===== src/rtl/pfx_tracker.sv =====
module pfx_tracker #(
  parameter int PCW     = 32,
  parameter int VSW     = 16,
  parameter int PFXW    = 10,
  parameter int SRCW    = 15,
  parameter int TYPEW   = 32,
  parameter int PFX_LSB = 21
) (
  input  logic             clk,
  input  logic             rst_n,
  input  logic             iss_valid,
  input  logic [PCW-1:0]   iss_pc,
  input  logic [1:0]       iss_cls,
  input  logic             iss_pfx_ok,
  input  logic [SRCW-1:0]  iss_src,
  input  logic             done_i,
  input  logic             irq_i,
  input  logic [VSW-1:0]   irq_vstart,
  output logic [PFXW-1:0]  pfx_bits,
  output logic [TYPEW-1:0] type_word,
  output logic [2:0]       exc_code,
  output logic [PCW-1:0]   exc_pc,
  output logic [VSW-1:0]   vstart_o
);
  localparam logic [1:0] CLS_VEC = 2'd1;
  localparam logic [1:0] CLS_PFX = 2'd2;
  localparam logic [2:0] EX_BITS = 3'd1;
  localparam logic [2:0] EX_ORPH = 3'd2;
  localparam logic [2:0] EX_NOPF = 3'd3;
  localparam logic [2:0] EX_IRQ  = 3'd4;

  logic           pend, active;
  logic [PCW-1:0] ppc;
  logic           src_bad;

  assign src_bad   = |iss_src[SRCW-1:PFXW];
  assign type_word = {{(TYPEW-PFXW){1'b0}}, pfx_bits} << PFX_LSB;

  always_ff @(posedge clk) begin
    if (!rst_n) begin
      pend     <= 1'b0;
      active   <= 1'b0;
      ppc      <= '0;
      pfx_bits <= '0;
      exc_code <= '0;
      exc_pc   <= '0;
      vstart_o <= '0;
    end else begin
      exc_code <= '0;
      if (active) begin
        if (irq_i) begin
          exc_code <= EX_IRQ;
          exc_pc   <= ppc;
          vstart_o <= irq_vstart;
          active   <= 1'b0;
          pfx_bits <= '0;
        end else if (done_i) begin
          active   <= 1'b0;
          pfx_bits <= '0;
        end
      end else if (pend) begin
        if (irq_i) begin
          exc_code <= EX_IRQ;
          exc_pc   <= ppc;
          pend     <= 1'b0;
          pfx_bits <= '0;
        end else if (iss_valid) begin
          pend <= 1'b0;
          if (iss_cls == CLS_VEC && iss_pfx_ok) begin
            active <= 1'b1;
          end else if (iss_cls == CLS_VEC) begin
            exc_code <= EX_NOPF;
            exc_pc   <= iss_pc;
            pfx_bits <= '0;
          end else begin
            exc_code <= EX_ORPH;
            exc_pc   <= ppc;
            pfx_bits <= '0;
          end
        end
      end else if (iss_valid && iss_cls == CLS_PFX) begin
        if (src_bad) begin
          exc_code <= EX_BITS;
          exc_pc   <= iss_pc;
        end else begin
          pend     <= 1'b1;
          ppc      <= iss_pc;
          pfx_bits <= iss_src[PFXW-1:0];
        end
      end
    end
  end
endmodule


===== config.mk =====
export PLATFORM = sky130hd
export DESIGN_NAME = pfx_tracker
export DESIGN_NICKNAME = d
export VERILOG_FILES = /design/src/rtl/pfx_tracker.sv
export SDC_FILE = /design/constraint.sdc
export NUM_CORES = 1
export LEC_CHECK = 0
export CAP_MARGIN = 20
export CORE_MARGIN = 2
export CORE_UTILIZATION = 55
export CTS_CLUSTER_SIZE = 25
export DETAILED_ROUTE_END_ITERATION = 8
export DONT_BUFFER_PORTS = 1
export GPL_ROUTABILITY_DRIVEN = 0
export PLACE_DENSITY = 0.7
export SLEW_MARGIN = 25
export SYNTH_ARGS = -nofsm -noshare
export SYNTH_HDL_FRONTEND = slang
export SYNTH_SLANG_ARGS = --single-unit

===== constraint.sdc =====
create_clock -name clk -period 5.7 [get_ports clk]
set_input_delay 1.14 -clock clk [delete_from_list [all_inputs] [get_ports clk]]
set_output_delay 1.14 -clock clk [all_outputs]
set_load 0.1 [all_outputs]

==> summary.md <==
| Metric | Value |
|---|---|
| Post-CTS setup buffers | `0` |
| Slew Limit Fails | `0` |
| Total grt overflow | `0` |
| Post-synthesis compound-gate area fraction | `around 17%` |
| Post-synthesis xor/xnor area fraction | `0%` |
| Tmin final | `between 2 and 3 ns` |
| Final setup viols | `0` |
| Post-synth ARST share | `0%` |
| Setup ws final | `3.00 ns` |
| Largest area contributor in the netlist | `dfxtp_1` |
| Row count | `31` |
| Clock sinks | `95` |
| Sequential area share after synthesis | `47.2%` |
| Die area | `8020 µm²` |
| All-Layer GR Usage | `20.3%` |
| Vias/cell | `5.59` |
| Post-synth top area share | `47.2%` |
| Antenna viol nets, final | `0` |
| VDD IR max | `roughly 0.12 mV` |
| Die Y | `89.6 µm` |
| Crit-path max FO | `33` |
| Via count | `2,941` |
| HP Class | `flop to flop` |
| Yosys warns | `0` |
| Fillers | `667` |
| Largest cells by area after synthesis | `dfxtp_1, nand2_1, mux2i_1` |
| Global-route wire length before repair | `12.5 mm` |
| Ports | `164` |
| Avg Inst Size Synth | `roughly 8.9 µm²` |
| CTS root buffer | `clkbuf_8` |
| Place WS | `2.65 ns` |
| EDFF count, synth | `0` |
| CP Data Arrival Time | `approximately 2.9 ns` |
| Slew HR | `between 30 and 40%` |
| DRT Wirelength | `between 8 and 9 mm` |
| Synth Cell Area | `4030 µm²` |
| WP data required | `5.89 ns` |
| RSZ-0062 raised after global routing | `no` |
| Nature of the critical path endpoint | `flop` |
| Iter 0 DRT Violations | `127` |
| CTS tree | `done` |
| Clock Tree Buf Depth | `2` |
| Final critical-path share of the clock period | `between 40% and 50%` |
| Clk_skew | `0.00860 ns` |
| Ant. Diodes | `0` |
| Outcome | `finished clean` |
| Worst Setup Start Kind | `input pin` |
| H-tree depth | `3` |
| Synth Flop Type | `dfxtp_1` |
| Wire per inst | `~16 µm` |
| Mux contribution to synthesized area | `under 10%` |
| Synthesized netlist cell count | `453` |
| Largest family of logic cells by synthesized area | `simple AND/OR/NAND/NOR gates` |
| Hold_buf cts | `0` |
| IO Port Bufs | `0` |
| Largest net degree at the start of global routing | `68` |
| Pre-Repair DR Iteration Count | `5` |
| Setup_tns | `0 ns` |
| Slew @ Worst Pin | `1.03 ns` |
| Final Hold Viols | `0` |
| Clk slew on worst S/H paths | `0.08 ns` |
| Vias in the first global route | `2,628` |
| Post-synthesis adder-cell area fraction | `0%` |
| Clk_lat worst skew | `0.35 ns` |
| Final #Nets | `roughly 490` |
| Share of cells above drive strength 1 | `9.60%` |
| CP Class | `input pin to flop` |
| DRC | `0` |
| Power Density | `327 nW/µm²` |
| Simple-Gate Fraction of Synth Area | `17.5%` |
| TritonCTS buffer count | `9` |
| # resized after CTS | `0` |
| Library cells used by synthesis | `34` |
| Initial antenna violation count | `0` |
| Fmax | `371 MHz` |
| Initial Util | `56.1%` |
| P&R area growth vs syn | `1.68%` |
| Leakage | `1.59 nW` |
| Synthesized flop and latch total | `95` |
| Chip Width | `89.6 µm` |
| Post-DP HPWL | `5.45 mm` |
| Maxcap violations | `0` |
| Core ar. | `between 7000 and 8000 µm²` |
## cell usage in the layout, fill, tap and decap left out, types with 2 or more instances in the layout
master and count:
nand2_1 97, dfxtp_1 85, a21oi_1 50, nor3_1 34
mux2i_1 32, a211oi_1 32, conb_1 22, clkbuf_8 11
a22o_1 10, dfxtp_2 10, nor2_1 6, buf_4 6
nand3b_1 3, or4_1 2, nand2b_1 2, o31a_1 2
o21ai_0 2, clkinvlp_4 2
## kinds of logic after synthesis
kind of cell | count (synthesis)
other cells | 1
compound gates | 101
flops | 95
buf+inv | 70
mux | 32
simple gates | 154
## cells in the mapped netlist (3+ instances only)
master	number
nand3b_1	3
nand2_1	97
buf_4	32
a22o_1	10
clkbuf_1	19
a211oi_1	32
a21oi_1	50
nor2_1	6
buf_2	12
mux2i_1	32
nor3_1	34
dfxtp_1	95
buf_6	4
## registers in the layout, summed over array words and instances, names as in the netlist
register  count
active        1
vstart_o     16
pend          1
ppc          32
exc_code      3
exc_pc       32
pfx_bits     10
## worst paths after layout
kind,startpoint,end,slack (ns),cells after the start
hold / removal,ppc[2],ppc[2],0.45,2
setup / recovery,iss_cls[0],exc_pc[4],3.00,5
hold reg to reg,ppc[2],ppc[2],0.45,2
setup reg to reg,active,exc_pc[4],3.30,5
## final cells by class
type | instances | area [µm²] | area share [%]
flip-flops and latches | 95 | 1910 | 46.7
multi-input cells | 309 | 1800 | 43.9
clock buffers | 11 | 151 | 3.70
well taps | 99 | 124 | 3.02
clock inverters | 4 | 53.8 | 1.31
repair buffers | 6 | 45.0 | 1.10
inverters | 2 | 7.51 | 0.183
## through the flow
| step | total power [W] | hold WS [ns] | std cells | instance area (µm²) | util [%] |
|---|---|---|---|---|---|
| after detailed placement | 0.000906 | 0.446 | 511 | 3890 | 54.2 |
| after global placement | 0.000904 | 0.441 | 511 | 3890 | 54.2 |
| after CTS | 0.00135 | 0.459 | 526 | 4100 | 57.1 |
| after global routing | 0.00139 | 0.469 | 526 | 4100 | 57.1 |
| after floorplan | 0.000908 | 0.436 | 474 | 4110 | - |
| final | 0.00134 | 0.454 | 526 | 4100 | 57.1 |
## per-layer routing
metal	share of wire (%)	vias up	GRT usage [%]	wire length, µm
met4	2.2	0	8.82	187
met5	0	-	0	0
met3	8.8	14	7.86	735
met1	41	1370	22.8	3370
li1	-	1449	-	-
met2	48	108	34.3	4020
## power breakdown
| group | switching (W) | internal (W) |
|---|---|---|
| Clock | 0.000224 | 0.000226 |
| Sequential | 0.000100 | 0.000676 |
| Combinational | 0.0000935 | 0.0000205 |
## critical path, cell delays in order
cell	delay, ns
nand3b_1	0.30
a211oi_4	0.27
buf_4	0.38
or2_2	0.63
a211oi_1	0.16
No activity file was read; power rests on OpenSTA's default activity.
